`src/rtl/tri_pwm_pkg.sv`:
```
package tri_pwm_pkg;

    localparam int unsigned DEF_CNT_W    = 8;
    localparam int unsigned DEF_CHANNELS = 3;

    // Per-clock timing event shared by counter and channels
    typedef struct packed {
        logic step;   // counter advances this clock
        logic wrap;   // counter returns to zero this clock
    } tmr_evt_t;

    typedef enum logic [1:0] {
        ACT_HOLD = 2'd0,
        ACT_SET  = 2'd1,
        ACT_CLR  = 2'd2
    } pwm_act_t;

    // Set wins over clear, so a compare at or above the period keeps the line high
    function automatic pwm_act_t pick_action(input tmr_evt_t evt, input logic at_cmp);
        pwm_act_t act;
        act = ACT_HOLD;
        if (evt.step) begin
            if (evt.wrap)
                act = ACT_SET;
            else if (at_cmp)
                act = ACT_CLR;
        end
        return act;
    endfunction

endpackage

```
`src/rtl/pwm_up_counter.sv`:
```
module pwm_up_counter
    import tri_pwm_pkg::*;
#(
    parameter int unsigned CNT_W = DEF_CNT_W
) (
    input  logic             clk,
    input  logic             rst,
    input  logic             enable,
    input  logic             tick,
    input  logic [CNT_W-1:0] period,
    output logic [CNT_W-1:0] cnt,
    output tmr_evt_t         evt,
    output logic             period_end
);

    localparam logic [CNT_W-1:0] ONE = CNT_W'(1);

    always_comb begin
        evt.step = enable & tick;
        evt.wrap = evt.step & (cnt >= period);
    end

    always_ff @(posedge clk) begin
        if (rst) begin
            cnt        <= '0;
            period_end <= 1'b0;
        end else begin
            period_end <= evt.wrap;
            if (evt.wrap)
                cnt <= '0;
            else if (evt.step)
                cnt <= cnt + ONE;
        end
    end

    assert_hold_when_idle_R8: assert property (@(posedge clk) disable iff (rst)
        !(enable && tick) |=> $stable(cnt));

    assert_wrap_to_zero_R1: assert property (@(posedge clk) disable iff (rst)
        (enable && tick && cnt >= period) |=> (cnt == '0));

    assert_strobe_needs_enable_R7: assert property (@(posedge clk) disable iff (rst)
        period_end |-> $past(enable && tick));

endmodule

```
`src/rtl/pwm_cmp_channel.sv`:
```
module pwm_cmp_channel
    import tri_pwm_pkg::*;
#(
    parameter int unsigned CNT_W = DEF_CNT_W
) (
    input  logic             clk,
    input  logic             rst,
    input  tmr_evt_t         evt,
    input  logic [CNT_W-1:0] cnt,
    input  logic             wr,
    input  logic [CNT_W-1:0] wr_data,
    output logic             pwm
);

    logic [CNT_W-1:0] shadow_q;
    logic [CNT_W-1:0] active_q;
    pwm_act_t         act;

    always_comb act = pick_action(evt, cnt == active_q);

    always_ff @(posedge clk) begin
        if (rst) begin
            shadow_q <= '0;
            active_q <= '0;
            pwm      <= 1'b0;
        end else begin
            if (wr)
                shadow_q <= wr_data;
            if (evt.wrap)
                active_q <= shadow_q;
            case (act)
                ACT_SET: pwm <= 1'b1;
                ACT_CLR: pwm <= 1'b0;
                default: pwm <= pwm;
            endcase
        end
    end

    assert_reload_at_wrap_R6: assert property (@(posedge clk) disable iff (rst)
        !evt.wrap |=> $stable(active_q));

    assert_rise_on_wrap_R3: assert property (@(posedge clk) disable iff (rst)
        $rose(pwm) |-> $past(evt.wrap));

    assert_fall_on_match_R4: assert property (@(posedge clk) disable iff (rst)
        $fell(pwm) |-> $past(evt.step && !evt.wrap && cnt == active_q));

endmodule

```
`src/rtl/tri_pwm_timer.sv`:
```
module tri_pwm_timer
    import tri_pwm_pkg::*;
#(
    parameter int unsigned CNT_W    = DEF_CNT_W,
    parameter int unsigned CHANNELS = DEF_CHANNELS
) (
    input  logic                      clk,
    input  logic                      rst,
    input  logic                      enable,
    input  logic                      tick,
    input  logic [CNT_W-1:0]          period,
    input  logic [CHANNELS-1:0]       cmp_wr,
    input  logic [CHANNELS*CNT_W-1:0] cmp_data,
    output logic [CHANNELS-1:0]       pwm_out,
    output logic                      period_end
);

    logic [CNT_W-1:0] cnt;
    tmr_evt_t         evt;

    pwm_up_counter #(.CNT_W(CNT_W)) u_counter (
        .clk        (clk),
        .rst        (rst),
        .enable     (enable),
        .tick       (tick),
        .period     (period),
        .cnt        (cnt),
        .evt        (evt),
        .period_end (period_end)
    );

    for (genvar k = 0; k < CHANNELS; k++) begin : g_chan
        pwm_cmp_channel #(.CNT_W(CNT_W)) u_chan (
            .clk     (clk),
            .rst     (rst),
            .evt     (evt),
            .cnt     (cnt),
            .wr      (cmp_wr[k]),
            .wr_data (cmp_data[k*CNT_W +: CNT_W]),
            .pwm     (pwm_out[k])
        );
    end

    assert_reset_quiet_R10: assert property (@(posedge clk)
        $past(rst) |-> (pwm_out == '0 && !period_end));

    assert_frozen_outputs_R8: assert property (@(posedge clk) disable iff (rst)
        !$past(enable) |-> ($stable(pwm_out) && !period_end));

endmodule

```
`config.mk`:
```
export PLATFORM = sky130hd
export DESIGN_NAME = tri_pwm_timer
export DESIGN_NICKNAME = d
export VERILOG_FILES = /design/src/rtl/tri_pwm_pkg.sv /design/src/rtl/pwm_up_counter.sv /design/src/rtl/pwm_cmp_channel.sv /design/src/rtl/tri_pwm_timer.sv
export SDC_FILE = /design/constraint.sdc
export NUM_CORES = 1
export LEC_CHECK = 0
export ABC_AREA = 1
export BUFFER_PORTS_ARGS = -buffer_cell sky130_fd_sc_hd__buf_4
export CAP_MARGIN = 20
export CORE_UTILIZATION = 52
export DETAILED_ROUTE_END_ITERATION = 10
export PLACE_DENSITY = 0.74
export SLEW_MARGIN = 15
export SYNTH_ARGS = -nofsm -noshare
export SYNTH_HDL_FRONTEND = slang
export SYNTH_SLANG_ARGS = --single-unit
```
`constraint.sdc`:
```
create_clock -name clk -period 3.4 [get_ports clk]
set_input_delay 0.34 -clock clk [delete_from_list [all_inputs] [get_ports clk]]
set_output_delay 0.34 -clock clk [all_outputs]
set_load 0.1 [all_outputs]
```
# Yosys cells after proc, flatten, opt, wreduce, memory -nomap -nowiden
# Index checks and enable logic that the tools add are counted.
[word_totals]
elab_cells = 40
register_bits = 60
input_bits = 39
output_inout_bits = 4
[classes]
n_bitwise = 2
muxes = 12
n_reduce_logical = 4
eq_ne = 9
magnitude_cmp = 1
add_sub_neg = 1
[ops]
columns = ["op", "n"]
rows = [
  ["8-bit == test", 3],
  ["2-bit two-way mux", 9],
  ["8-bit by 1-bit adder with 8-bit output, second input constant", 1],
  ["8-bit >= comparator", 1],
  ["2-bit by 1-bit == test with 1-bit output, second input constant", 3],
  ["2-bit == test, second input constant", 3],
  ["1-bit case mux with 2 select lines", 3],
  ["2-bit nonzero test", 3],
  ["1-bit AND", 2],
  ["2-bit OR reduction", 1],
]

# Logic depth before layout (Yosys ltp)
[depth]
depth_word = 6
ltp_mapped = 17
mapped_depth_nobuf = 16

# By module
# Synthesis repeated with hierarchy kept, for this count alone.
[unflattened]
hier_cells = 415
hier_area_um2 = 2985.4
[by_module_without_submodules]
columns = ["module", "cells_each", "instances", "area_per_inst_um2", "seq_area_each_um2"]
rows = [
  ["pwm_cmp_channel", 108, 3, 779.5, 340.3],
  ["pwm_up_counter", 91, 1, 646.9, 180.2],
]

# Worst setup path before layout
# OpenSTA, ideal clock, no wires.
[synth_timing]
kind = "input to register"
from = "in period[7]"
to = "reg g_chan[2].u_chan.pwm"
t_required_ps = 3286
t_arrival_ps = 1805
path_slack_ps = 1481
n_path_buf = 1
stages = 11
cell_sequence = "inv_1 > ha_1 > nand2_1 > nor2_2 > nand4_2 > nand3_4 > nand2_8 > buf_12 > ha_1 > a21oi_1 > nor2_1"
[synth_between]
elab_chain_cells = 6
elab_cells_between_ends = 8
cone_classes = "order compare: 1; eq/ne: 2; mux: 3; bitwise: 1; reduce/logical: 1"
[synth_rtl]
columns = ["item", "line_no", "text"]
rows = [
  ["start: declaration", "tri_pwm_timer.sv:11", "input logic [CNT_W-1:0] period,"],
  ["8-bit >= comparator (*)", "pwm_up_counter.sv:20", "evt.wrap = evt.step & (cnt >= period);"],
  ["1-bit AND (*)", "pwm_up_counter.sv:20", ""],
  ["2-bit two-way mux (*)", "tri_pwm_pkg.sv:23", "if (evt.wrap)"],
  ["2-bit two-way mux (*)", "tri_pwm_pkg.sv:22", "if (evt.step) begin"],
  ["2-bit == test / 2-bit by 1-bit == test with 1-bit output (equally long branches)", "pwm_cmp_channel.sv:31", "case (act)"],
  ["1-bit case mux with 2 select lines / 2-bit nonzero test (equally long branches)", "--", ""],
  ["end signal: assignment", "pwm_cmp_channel.sv:34", "default: pwm <= pwm;"],
  ["end: declaration", "pwm_cmp_channel.sv:12", "output logic pwm"],
]
# Mark *: on every way between the ends. The rest lies on a longest branch, timed or not.
# A chain may end at the register's enable or synchronous reset.

# Worst setup path in the final report
[layout_timing]
from = "reg u_counter.cnt[6]"
to = "reg g_chan[2].u_chan.pwm"
[layout_between]
elab_chain_cells = 6
elab_cells_between_ends = 10
cone_classes = "order compare: 1; eq/ne: 3; mux: 4; bitwise: 1; reduce/logical: 1"
[layout_rtl]
columns = ["item", "line_no", "text"]
rows = [
  ["start: declaration", "pwm_up_counter.sv:11", "output logic [CNT_W-1:0] cnt,"],
  ["start signal: assignment", "pwm_up_counter.sv:32", "cnt <= cnt + ONE;"],
  ["8-bit >= comparator / 8-bit == test (equally long branches)", "pwm_up_counter.sv:20, pwm_cmp_channel.sv:19", ""],
  ["1-bit AND / 2-bit two-way mux (equally long branches)", "pwm_up_counter.sv:20, tri_pwm_pkg.sv:25", ""],
  ["2-bit two-way mux (*)", "tri_pwm_pkg.sv:23", ""],
  ["2-bit two-way mux (*)", "tri_pwm_pkg.sv:22", ""],
  ["2-bit == test / 2-bit by 1-bit == test with 1-bit output (equally long branches)", "pwm_cmp_channel.sv:31", ""],
  ["1-bit case mux with 2 select lines / 2-bit nonzero test (equally long branches)", "--", ""],
]
# Marks and branches as above.

==> impl_metrics.csv <==
group,metric,value,unit
status,outcome,"completed",
die,fp.dieW,77.3,um
placement,numPortBuffers,42,
global_route,track_usage,21.0,%
synth,synth-compound-area-share,8.62,%
clock_tree,cts-root-buf,"clkbuf_8",
global_route,grt_pass1_wl,9.78,mm
worst_setup_path,critPathKind,"reg -> reg",
worst_setup_path,slowest_delay,0.48,ns
synth,synth_fp_nets,422,
worst_setup_path,critPathArrivalTime,2.70,ns
synth,yosys.area_share.simple,32.9,%
drt,routedWlPerCell,12.0,um
cells_and_area,area_growth_syn_to_layout,16.9,%
clock_tree,clock_sinks,60,
sta,fin_hold_ws,0.201,ns
cells_and_area,num-nets-final,457,
clock_tree,cts_resized,0,
global_route,overflow,0,
worst_setup_path,critPathLaunchType,"register",
die,io_pins,43,
sta,final_hold_viol_count,0,
drt,num_vias,2459,
clock_tree,cts_tree,"built",
sta,clock_skew,0.00777,ns
clock_tree,clk_pin_slew,0.07,ns
placement,placedCellCount,467,
synth,synth_cells,371,
die,fp.dieArea,5970,um^2
synth,ys_warn_count,0,
min_path,hold_end,"u_counter.period_end",
drt,routed_via_density,5.09,
worst_setup_path,cp_cell_sequence,"ha_1 > nand2_1 > nor2_1 > nor2_4 > nand3_4 > nand2_8 > inv_1 > nor2_1 > ha_1 > a21oi_1 > nor2_1",
global_route,grt_max_degree,41,
worst_setup_path,required,3.63,ns
cells_and_area,layout-drive-gt1-share,21.4,%
min_path,hold_depth,2,
sta,setup_viol,0,
synth,synth.area.mux_share,0,%
pwr,irDropWorstVdd,0.279,mV
min_path,min-delay-start,"rst",
min_path,hold_class,"in -> reg",
worst_setup_path,regToRegEndpoint,"g_chan[2].u_chan.pwm",
sta,worstMarginPinSlew,0.647,ns
drt,drt_wl_total,5.77,mm
synth,seq_area_frac_synth,40.7,%
sta,relSlewSlack,56.8,%
synth,synth_fa_ha_area_share,5.09,%
drt,ant_nets,0,
cells_and_area,fin_cells,483,
worst_setup_path,rrSetupSlack,0.93,ns
worst_setup_path,rr_worst_depth,11,
run,maxCapViolCount,0,
synth,synth_top_family_by_area,"simple AND/OR/NAND/NOR gates",
pwr,leakage,1.61,nW
synth,synth_xor_area_share,4.46,%
sta,finalSetupTns,0,ns
global_route,antenna_found_initial,0,
sta,grt_setup_unrepaired,"no",
pwr,p_total,1.59,mW
synth,syn_avg_cell_area,7.95,um^2
clock_tree,cts_buffers,9,
worst_setup_path,cp_common_cell,"nor2_1",
sta,fmaxAchievable,405,MHz
worst_setup_path,cp_slowest_cell,"dfxtp_1",
clock_tree,post-cts-setup-buffer-count,0,
cells_and_area,n_antenna_cell,0,
cells_and_area,multi_input_area,1510,um^2
worst_setup_path,r2r-start,"u_counter.cnt[6]",
placement,dp_hpwl,4.05,mm
die,start_util,53.9,%
clock_tree,postCtsHoldBufs,0,
clock_tree,clk_latency,0.34,ns
synth,yosys_register_bits,60,
worst_setup_path,worstPathMaxFanout,30,
sta,drv_slew,0,
global_route,grt_pass1_vias,2212,
drt,drc,0,
cells_and_area,regArea,1200,um^2
worst_setup_path,cp-end-kind,"register",
synth,synth.distinct_cells,31,
synth,syn_area,2950,um^2
clock_tree,h-tree-depth,3,
cells_and_area,fillers,511,
sta,fin_crit,2.47,ns
die,fp.dieH,77.3,um
sta,fin_crit_sh,72.7,%
die,core,5470,um^2
clock_tree,cts_buffer_depth,2,
die,std_cell_rows,27,
drt,firstDrtPassIters,4,
placement,gp_congestion,0.845,
drt,drt_iter0_drc,131,
pwr,powerDensity,461,nW/um^2
critical path, delay by kind of cell (launching register included):
kind | cells | cell delay [ns]
AO/OA/AOI/OAI | 1 | 0.15
adder cells (fa/ha/maj) | 2 | 0.55
flip-flops | 1 | 0.48
AND/OR/NAND/NOR | 7 | 1.04
buffers and inverters | 1 | 0.12
through the flow:
stage	area [um^2]	util, %	worst slack (ns)
3_3_place_gp	3220	58.9	0.943
5_1_grt	3440	62.9	0.638
2_1_floorplan	2950	-	1.48
4_1_cts	3440	62.9	0.870
6_report	3440	62.9	0.930
3_5_place_dp	3220	58.9	0.833
where the power goes:
group          total (mW)  internal [mW]  switching [mW]
logic               0.152         0.0596          0.0926
clock network       0.694          0.417           0.277
registers           0.741          0.727          0.0139
total                1.59           1.20           0.383
cell type report:
| class | instances | share of cell area [%] |
|---|---|---|
| well taps | 72 | 2.62 |
| inverters | 27 | 2.98 |
| clock buffers | 13 | 5.19 |
| repair buffers | 43 | 9.37 |
| clock inverters | 3 | 1.24 |
| multi-input cells | 265 | 43.7 |
| flip-flops and latches | 60 | 34.9 |
sequential cells by signal, summed over array words and instances (netlist names):
signal / flops
g_chan.u_chan.active_q: 24
g_chan.u_chan.shadow_q: 24
u_counter.cnt: 8
g_chan.u_chan.pwm: 3
u_counter.period_end: 1
layer usage:
layer  vias up  share of wire (%)  track usage [%]
met5         -                  0                0
met4         0                2.5             13.0
met3        11                3.8             4.40
met2        47                 46             33.8
met1      1096                 48             25.5
li1       1305                  -                -
worst max path at each step:
stage                      from                    to  slack (ns)  cells after the start
2_1_floorplan         period[7]  g_chan[2].u_chan.pwm        1.48                     11
6_report       u_counter.cnt[6]  g_chan[2].u_chan.pwm        0.93                     11
5_1_grt        u_counter.cnt[3]  g_chan[2].u_chan.pwm        0.64                     14
4_1_cts        u_counter.cnt[3]  g_chan[2].u_chan.pwm        0.87                     13
3_3_place_gp          period[7]  g_chan[0].u_chan.pwm        0.94                     12
3_5_place_dp          period[1]  g_chan[2].u_chan.pwm        0.83                     15
cell usage after synthesis:
master / count / share of area (%)
nand2_8: 1 / 0.68
nor3_4: 1 / 0.55
inv_1: 25 / 3.2
nor2_4: 1 / 0.38
xor2_1: 14 / 4.2
nand2_2: 2 / 0.42
buf_4: 7 / 1.8
ha_1: 12 / 5.1
xnor2_1: 1 / 0.30
nand3_1: 8 / 1.4
buf_8: 1 / 0.51
nand3_4: 1 / 0.59
clkbuf_1: 5 / 0.64
o21ai_0: 37 / 6.3
a21o_1: 1 / 0.25
nor2_1: 71 / 9.0
nor2_2: 2 / 0.42
nor3_1: 5 / 0.85
o22ai_1: 1 / 0.21
buf_6: 1 / 0.38
inv_2: 1 / 0.13
buf_12: 1 / 0.68
nand3_2: 18 / 6.1
clkinv_2: 1 / 0.17
buf_2: 4 / 0.68
o21ai_1: 2 / 0.34
nand4_1: 27 / 5.7
a21oi_1: 9 / 1.5
nand2_1: 50 / 6.4
dfxtp_1: 60 / 41
nand4_2: 1 / 0.42
logic make-up (layout without fill, tap and decap cells):
| kind of cell | count (synthesis) | count (layout) |
|---|---|---|
| simple gates | 188 | 188 |
| fa+ha+maj | 12 | 12 |
| compound gates | 50 | 50 |
| buf+inv | 46 | 86 |
| xor+xnor | 15 | 15 |
| flops | 60 | 60 |
cell usage in the layout, fill, tap and decap left out, types with 2 or more instances in the layout:
master / Yosys / routed
dfxtp_1: 60 / 60
nand2_1: 50 / 50
ha_1: 12 / 12
clkinv_2: 1 / 2
nor2_1: 71 / 71
nand3_1: 8 / 8
nor3_1: 5 / 5
o21ai_0: 37 / 37
a21oi_1: 9 / 9
o21ai_1: 2 / 2
nand2_2: 2 / 2
inv_1: 25 / 25
nand3_2: 18 / 18
nand4_1: 27 / 27
xor2_1: 14 / 14
buf_4: 7 / 43
nor2_2: 2 / 2
clkbuf_8: 0 / 13
Note: power is estimated with default switching activity, not from simulation.
